--- src/rtl/rns_pkg.sv ---
package rns_pkg;
  localparam int BW      = 8;
  localparam int HDR_LEN = 4;
  localparam int IDX_SRC = 1;
  localparam int IDX_DST = 2;
  localparam int IDX_HOP = HDR_LEN - 1;
  localparam int IDX_W   = $clog2(HDR_LEN);
  localparam int POS_W   = $clog2(HDR_LEN + 1);

  localparam logic [BW-1:0] ID_BCAST = {BW{1'b1}};
  localparam logic [BW-1:0] ID_NEIGH = {{(BW-1){1'b1}}, 1'b0};

  typedef struct packed {
    logic to_host;
    logic to_fwd;
    logic err;
  } route_t;

  typedef enum logic [1:0] {ST_HDR, ST_REPLAY, ST_PASS, ST_DRAIN} ing_st_e;
  typedef enum logic [1:0] {G_IDLE, G_FWD, G_HOST} gnt_e;

  function automatic logic [BW-1:0] hop_bump(input logic [BW-1:0] h);
    return (h == {BW{1'b1}}) ? h : h + 1'b1;
  endfunction

  function automatic route_t route_decide(
    input logic [BW-1:0] dst,
    input logic [BW-1:0] src,
    input logic [BW-1:0] hop,
    input logic [BW-1:0] me,
    input logic          ring,
    input logic          at_end,
    input logic [BW-1:0] limit
  );
    route_t r;
    logic   bc;
    r  = '0;
    bc = (dst == ID_BCAST);
    if (dst == ID_NEIGH || dst == me) begin
      r.to_host = 1'b1;
    end else if (bc && ring && src == me) begin
      r = '0;
    end else begin
      r.to_host = bc;
      if (limit != '0 && hop >= limit) r.to_fwd = 1'b0;
      else if (!ring && at_end)        r.err    = !bc;
      else                             r.to_fwd = 1'b1;
    end
    return r;
  endfunction

  function automatic logic [BW-1:0] host_rewrite(
    input logic [POS_W-1:0] pos,
    input logic [BW-1:0]    b,
    input logic [BW-1:0]    me
  );
    if (pos == POS_W'(IDX_SRC)) return me;
    if (pos == POS_W'(IDX_HOP)) return '0;
    return b;
  endfunction
endpackage

--- src/rtl/rns_ingress.sv ---
module rns_ingress
  import rns_pkg::*;
(
  input  logic          clk,
  input  logic          rst_n,
  input  logic [BW-1:0] node_id,
  input  logic          ring_mode,
  input  logic          line_end,
  input  logic [BW-1:0] hop_limit,
  input  logic          up_valid,
  input  logic [BW-1:0] up_data,
  input  logic          up_last,
  output logic          up_ready,
  output logic          f_valid,
  output logic [BW-1:0] f_data,
  output logic          f_last,
  input  logic          f_ready,
  output logic          h_valid,
  output logic [BW-1:0] h_data,
  output logic          h_last,
  input  logic          h_ready,
  output logic          dec_fire,
  output logic [BW-1:0] dec_src,
  output logic [BW-1:0] dec_dst,
  output logic          dec_fwd,
  output logic          dec_host,
  output logic          drop_err
);
  ing_st_e        st;
  logic [BW-1:0]  hdr_q [HDR_LEN];
  logic [IDX_W-1:0] cnt, idx;
  logic           hdr_last, en_fwd, en_host, err_q;
  logic [1:0]     taken;
  logic           have, active, adv, blast;
  logic [BW-1:0]  byte_h, byte_f;
  route_t         rt;

  assign rt       = route_decide(hdr_q[IDX_DST], hdr_q[IDX_SRC], up_data,
                                 node_id, ring_mode, line_end, hop_limit);
  assign dec_fire = (st == ST_HDR) && up_valid && (cnt == IDX_W'(HDR_LEN-1));
  assign dec_src  = hdr_q[IDX_SRC];
  assign dec_dst  = hdr_q[IDX_DST];
  assign dec_fwd  = rt.to_fwd;
  assign dec_host = rt.to_host;
  assign drop_err = err_q;

  always_comb begin
    have   = 1'b0;
    byte_h = up_data;
    byte_f = up_data;
    blast  = up_last;
    if (st == ST_REPLAY) begin
      have   = 1'b1;
      byte_h = hdr_q[idx];
      byte_f = (idx == IDX_W'(IDX_HOP)) ? hop_bump(hdr_q[idx]) : hdr_q[idx];
      blast  = (idx == IDX_W'(IDX_HOP)) && hdr_last;
    end else if (st == ST_PASS) begin
      have = up_valid;
    end
  end

  assign active  = (st == ST_REPLAY) || (st == ST_PASS);
  assign f_valid = active && have && en_fwd  && !taken[0];
  assign h_valid = active && have && en_host && !taken[1];
  assign f_data  = byte_f;
  assign h_data  = byte_h;
  assign f_last  = blast;
  assign h_last  = blast;
  assign adv     = active && have &&
                   (!en_fwd  || taken[0] || f_ready) &&
                   (!en_host || taken[1] || h_ready);
  assign up_ready = (st == ST_HDR) || (st == ST_DRAIN) || ((st == ST_PASS) && adv);

  always_ff @(posedge clk) begin
    if (!rst_n) begin
      st       <= ST_HDR;
      cnt      <= '0;
      idx      <= '0;
      hdr_last <= 1'b0;
      en_fwd   <= 1'b0;
      en_host  <= 1'b0;
      taken    <= '0;
      err_q    <= 1'b0;
      for (int i = 0; i < HDR_LEN; i++) hdr_q[i] <= '0;
    end else begin
      err_q <= dec_fire && rt.err;
      case (st)
        ST_HDR: if (up_valid) begin
          hdr_q[cnt] <= up_data;
          if (cnt == IDX_W'(HDR_LEN-1)) begin
            cnt      <= '0;
            idx      <= '0;
            taken    <= '0;
            hdr_last <= up_last;
            en_fwd   <= rt.to_fwd;
            en_host  <= rt.to_host;
            if (rt.to_fwd || rt.to_host) st <= ST_REPLAY;
            else if (!up_last)           st <= ST_DRAIN;
          end else if (up_last) begin
            cnt <= '0;
          end else begin
            cnt <= cnt + 1'b1;
          end
        end
        ST_REPLAY: begin
          if (adv) begin
            taken <= '0;
            if (idx == IDX_W'(HDR_LEN-1)) st <= hdr_last ? ST_HDR : ST_PASS;
            else                          idx <= idx + 1'b1;
          end else begin
            taken <= taken | {h_valid && h_ready, f_valid && f_ready};
          end
        end
        ST_PASS: begin
          if (adv) begin
            taken <= '0;
            if (up_last) st <= ST_HDR;
          end else begin
            taken <= taken | {h_valid && h_ready, f_valid && f_ready};
          end
        end
        default: if (up_valid && up_last) st <= ST_HDR;
      endcase
    end
  end
endmodule

--- src/rtl/rns_hostfmt.sv ---
module rns_hostfmt
  import rns_pkg::*;
(
  input  logic          clk,
  input  logic          rst_n,
  input  logic [BW-1:0] node_id,
  input  logic          hin_valid,
  input  logic [BW-1:0] hin_data,
  input  logic          hin_last,
  output logic          hin_ready,
  output logic          o_valid,
  output logic [BW-1:0] o_data,
  output logic          o_last,
  input  logic          o_ready
);
  logic [POS_W-1:0] pos;

  assign o_valid   = hin_valid;
  assign o_last    = hin_last;
  assign o_data    = host_rewrite(pos, hin_data, node_id);
  assign hin_ready = o_ready;

  always_ff @(posedge clk) begin
    if (!rst_n) begin
      pos <= '0;
    end else if (hin_valid && o_ready) begin
      if (hin_last)                      pos <= '0;
      else if (pos != POS_W'(HDR_LEN))   pos <= pos + 1'b1;
    end
  end
endmodule

--- src/rtl/rns_arbiter.sv ---
module rns_arbiter
  import rns_pkg::*;
(
  input  logic          clk,
  input  logic          rst_n,
  input  logic          f_valid,
  input  logic [BW-1:0] f_data,
  input  logic          f_last,
  output logic          f_ready,
  input  logic          h_valid,
  input  logic [BW-1:0] h_data,
  input  logic          h_last,
  output logic          h_ready,
  output logic          dn_valid,
  output logic [BW-1:0] dn_data,
  output logic          dn_last,
  input  logic          dn_ready,
  output logic          gnt_fwd,
  output logic          gnt_host
);
  gnt_e gnt;
  logic last_fwd;

  assign gnt_fwd  = (gnt == G_FWD);
  assign gnt_host = (gnt == G_HOST);
  assign f_ready  = gnt_fwd  && dn_ready;
  assign h_ready  = gnt_host && dn_ready;
  assign dn_valid = (gnt_fwd && f_valid) || (gnt_host && h_valid);
  assign dn_data  = gnt_host ? h_data : f_data;
  assign dn_last  = gnt_host ? h_last : (gnt_fwd && f_last);

  always_ff @(posedge clk) begin
    if (!rst_n) begin
      gnt      <= G_IDLE;
      last_fwd <= 1'b0;
    end else begin
      case (gnt)
        G_IDLE: begin
          if (f_valid && h_valid) gnt <= last_fwd ? G_HOST : G_FWD;
          else if (f_valid)       gnt <= G_FWD;
          else if (h_valid)       gnt <= G_HOST;
        end
        G_FWD: if (f_valid && dn_ready && f_last) begin
          gnt      <= G_IDLE;
          last_fwd <= 1'b1;
        end
        default: if (h_valid && dn_ready && h_last) begin
          gnt      <= G_IDLE;
          last_fwd <= 1'b0;
        end
      endcase
    end
  end
endmodule

--- src/rtl/ring_node_switch.sv ---
module ring_node_switch
  import rns_pkg::*;
(
  input  logic          clk,
  input  logic          rst_n,
  input  logic [BW-1:0] node_id,
  input  logic          ring_mode,
  input  logic          line_end,
  input  logic [BW-1:0] hop_limit,
  input  logic          up_valid,
  input  logic [BW-1:0] up_data,
  input  logic          up_last,
  output logic          up_ready,
  input  logic          hin_valid,
  input  logic [BW-1:0] hin_data,
  input  logic          hin_last,
  output logic          hin_ready,
  output logic          dn_valid,
  output logic [BW-1:0] dn_data,
  output logic          dn_last,
  input  logic          dn_ready,
  output logic          hout_valid,
  output logic [BW-1:0] hout_data,
  output logic          hout_last,
  input  logic          hout_ready,
  output logic          drop_err
);
  logic          f_valid, f_last, f_ready;
  logic [BW-1:0] f_data;
  logic          hx_valid, hx_last, hx_ready;
  logic [BW-1:0] hx_data;
  logic          dec_fire, dec_fwd, dec_host;
  logic [BW-1:0] dec_src, dec_dst;
  logic          gnt_fwd, gnt_host;

  rns_ingress u_ing (
    .clk, .rst_n, .node_id, .ring_mode, .line_end, .hop_limit,
    .up_valid, .up_data, .up_last, .up_ready,
    .f_valid, .f_data, .f_last, .f_ready,
    .h_valid(hout_valid), .h_data(hout_data), .h_last(hout_last), .h_ready(hout_ready),
    .dec_fire, .dec_src, .dec_dst, .dec_fwd, .dec_host, .drop_err
  );

  rns_hostfmt u_hfmt (
    .clk, .rst_n, .node_id,
    .hin_valid, .hin_data, .hin_last, .hin_ready,
    .o_valid(hx_valid), .o_data(hx_data), .o_last(hx_last), .o_ready(hx_ready)
  );

  rns_arbiter u_arb (
    .clk, .rst_n,
    .f_valid, .f_data, .f_last, .f_ready,
    .h_valid(hx_valid), .h_data(hx_data), .h_last(hx_last), .h_ready(hx_ready),
    .dn_valid, .dn_data, .dn_last, .dn_ready,
    .gnt_fwd, .gnt_host
  );
endmodule

--- config.mk ---
export PLATFORM = sky130hd
export DESIGN_NAME = ring_node_switch
export DESIGN_NICKNAME = d
export VERILOG_FILES = /design/src/rtl/rns_pkg.sv /design/src/rtl/rns_ingress.sv /design/src/rtl/rns_hostfmt.sv /design/src/rtl/rns_arbiter.sv /design/src/rtl/ring_node_switch.sv
export SDC_FILE = /design/constraint.sdc
export NUM_CORES = 1
export LEC_CHECK = 0
export ABC_AREA = 1
export BUFFER_PORTS_ARGS = -buffer_cell sky130_fd_sc_hd__buf_2
export CORE_MARGIN = 4
export CORE_UTILIZATION = 50
export CTS_CLUSTER_DIAMETER = 200
export DETAILED_ROUTE_END_ITERATION = 6
export HOLD_SLACK_MARGIN = 0.08
export PLACE_DENSITY = 0.74
export REMOVE_ABC_BUFFERS = 1
export SKIP_LAST_GASP = 1
export SLEW_MARGIN = 20
export SYNTH_ARGS = -nofsm -noshare
export SYNTH_HDL_FRONTEND = slang
export SYNTH_SLANG_ARGS = --single-unit
--- constraint.sdc ---
create_clock -name clk -period 2.7 [get_ports clk]
set_clock_uncertainty 0.2 [all_clocks]
set_input_delay 0.405 -clock clk [delete_from_list [all_inputs] [get_ports clk]]
set_output_delay 0.405 -clock clk [all_outputs]
set_load 0.02 [all_outputs]
==> impl_metrics.py <==
metrics = {
    "finish": {
        "fillerInstances": 679,
        "layout-drive-gt1-share_pct": 27.1,
        "fin_nets": 703,
        "final_cells": 742,
        "area_delta_synth_final_pct": 26.2,
        "n_antenna_cell": 0,
        "fin_area_mm2": 0.00475,
    },
    "logic_synthesis": {
        "synth_most_common_cell": "nand2_1",
        "ys_ff_latch": 52,
        "ys_types": 38,
        "synth.area.top_cells": "edfxtp_1, nand2_1, dfxtp_1, inv_1, nor2_1",
        "synth.largest_area_cell": "edfxtp_1",
        "yosys_warnings": 0,
        "yosys.area.top_type_share_pct": 25.5,
        "synth-main-ff-cell": "edfxtp_1",
        "syn-instance-count": 546,
        "synth_area_mm2": 0.00377,
        "synth_common_cells": "nand2_1, inv_1, nor2_1, nand3_1, edfxtp_1",
        "async_reset_ff_share_pct": 0,
        "ys_seq_area_share_pct": 36.1,
        "synth_edf_count": 32,
        "avgSynthCellArea_um2": 6.90,
    },
    "sta": {
        "tightest_slew_ns": 0.472,
        "setup_viol": 8,
        "hold_viol_final": 0,
        "slew_viol_final": 0,
        "max_freq_ghz": 0.356,
        "period_needed_ns": 2.81,
        "relSlewSlack_pct": 68.2,
        "setup_ws_ns": -0.112,
        "rsz0062_at_grt": "yes",
        "min_period_over_period_pct": 104,
    },
    "worst_setup_path": {
        "cp_num_buf_inv": 2,
        "start_kind": "flop",
        "max_stage_delay_ns": 0.40,
        "cp-end-kind": "output port",
        "path_max_fanout": 8,
        "reg2reg_from": "u_ing.st[1]$_SDFFE_PN0P_",
        "cp.required_ns": 2.10,
        "crit_arrival_ns": 2.21,
        "worst_path_max_delay_cell": "dfxtp_4",
        "path_class": "reg2out",
        "crit_path_frequent_cell": "nand2_2",
        "cp_top_family": "simple AND/OR/NAND/NOR gates",
        "crit_chain": "buf_4 -> a21oi_2 -> o21ai_2 -> nand2_2 -> ha_4 -> nand2_4 -> nor2_4 -> nand2_4 -> nand2_4 -> nand2_2 -> nand3_2 -> nand2_2 -> nand2_2 -> o21ai_2 -> buf_6",
    },
    "run_status": {
        "violations": "negative setup slack",
        "outcome": "finished with violations",
    },
    "global_route": {
        "grt_pass1_vias": 3605,
        "grt_overflow": 0,
        "antenna_found_initial": 0,
        "grt_max_degree": 22,
        "grt_pass1_wl_um": 18100,
        "grt_usage_pct": 26.6,
    },
    "drt": {
        "via_count": 3964,
        "drc": 0,
        "viasPerCell": 5.34,
        "finalWirelength_um": 11800,
        "drt_iter0_drc": 434,
        "dr.pass1.iters": 5,
        "detail-route-antenna-nets": 0,
        "routedWlPerCell_um": 15.8,
    },
    "die": {
        "io_pins": 65,
        "fp.dieH_um": 94.8,
        "rows": 31,
        "core_area_mm2": 0.00729,
        "die_w_um": 94.8,
        "die_area_mm2": 0.00899,
        "floorplan.initialDensity_pct": 51.6,
    },
    "clocking": {
        "clk_path_buf_depth": 2,
        "cts_tree": "built",
        "cts_buffers": 5,
        "clockRootBuffer": "clkbuf_8",
        "hold_buffers": 0,
        "clkLatencyLatePin_ns": 0.32,
        "cts_sinks": 52,
        "clk_pin_slew_ns": 0.11,
        "cts.htree.levels": 2,
    },
    "placement": {
        "finalWeightedCongestion": 0.916,
        "pre_cts_slack_ns": 0.0910,
        "place_inst": 716,
        "placed_area_mm2": 0.00427,
        "numPortBuffers": 64,
        "dp_hpwl_um": 9200,
    },
    "power_and_ir_drop": {
        "leakage_nw": 2.36,
        "p_per_area_mw_per_mm2": 645,
        "power.total_mw": 3.07,
        "ir_drop_mv": 0.335,
    },
    "min_path": {
        "hp-start": "hout_ready",
        "worstHoldPathType": "in2reg",
    },
    "job": {
        "cap_violations": 0,
    },
}
[worst min-delay path, stage by stage]
cell and delay (ns):
buf_2 0.09, a31oi_1 0.08, nor2_1 0.07
[routing by layer]
layer  up-vias  global-route usage (%)  part of all wire [%]  routed length, µm
met5         -                       0                     0                  0
met4         0                    7.81                   2.1                252
met1      1811                    38.3                    45               5290
met2       169                    41.3                    45               5250
li1       1964                       -                     -                  -
met3        20                    3.75                   8.1                954
[final timing paths]
path,to,slack [ns],cells after the start
worst min register to register,u_arb.last_fwd$_SDFFE_PN0P_,0.27,2
worst max register to register,u_arb.gnt[1]$_SDFFE_PN0P_,0.45,10
worst min-delay path,u_ing.taken[1]$_SDFFE_PN0P_,0.16,3
worst max-delay path,dn_data[0],-0.11,15
[registers in the layout, indices dropped and copies added, names as in the netlist, named ones only]
signal	cells
u_ing.hdr_q	32
u_arb.gnt	2
u_ing.en_host	1
u_ing.en_fwd	1
u_ing.idx	2
u_ing.st	2
u_arb.last_fwd	1
u_ing.drop_err	1
u_ing.hdr_last	1
u_hfmt.pos	3
u_ing.taken	2
u_ing.cnt	2
[final cells by class]
| class | instances | area, µm² | share of cell area [%] |
|---|---|---|---|
| multi-input combinational | 391 | 2170 | 45.6 |
| tap | 99 | 124 | 2.61 |
| clock inverter | 3 | 28.8 | 0.606 |
| clock buffer | 5 | 68.8 | 1.45 |
| timing repair inverter | 1 | 6.26 | 0.132 |
| sequential | 52 | 1370 | 28.8 |
| timing repair buffer | 99 | 641 | 13.5 |
| inverter | 92 | 350 | 7.37 |
[cell families (layout without fill, tap and decap cells)]
kind of cell | count (synthesis) | after routing | synth area share (%)
compound gates | 92 | 92 | 13.8
xor+xnor | 1 | 1 | 0.233
fa+ha+maj | 19 | 19 | 6.31
buf+inv | 103 | 200 | 11.2
flops | 52 | 52 | 36.1
simple gates | 279 | 279 | 32.3
[where the power goes]
| group | switching, mW | internal (mW) |
|---|---|---|
| clock | 0.298 | 0.196 |
| sequential | 0.0769 | 0.947 |
| combinational | 0.952 | 0.597 |
[placed cells by master, fill, tap and decap left out, types with 3 or more instances in the layout]
master	instances
a31oi_1	8
nand2_4	6
o21ai_0	24
inv_2	10
o21ai_2	6
nand4_1	4
nor2_4	3
nand3_2	10
nor3_1	4
a21oi_1	22
dfxtp_1	18
nand2_1	129
buf_6	10
buf_2	56
clkbuf_8	5
nand3_1	29
nor2_1	74
inv_1	81
edfxtp_1	32
o21ai_1	7
a211oi_1	4
ha_1	18
buf_4	33
a21oi_2	9
nand2_2	13
[what timing repair did]
item	CTS	global route
gates resized for setup	27	43
endpoints found under the setup margin	8	8
pin swaps	10	28
setup buffers	12	5
cloned	1	0
[stage by stage]
stage / TNS [ns] / hold slack [ns] / utilization [%]
floorplan: -0.0820 / 0.240 / -
global placement: 0 / 0.254 / 58.6
detailed placement: 0 / 0.257 / 58.6
CTS: -0.0579 / 0.153 / 62.5
global route: -1.32 / 0.190 / 65.2
finish: -0.641 / 0.157 / 65.2
No activity file was read; power rests on OpenSTA's default activity.
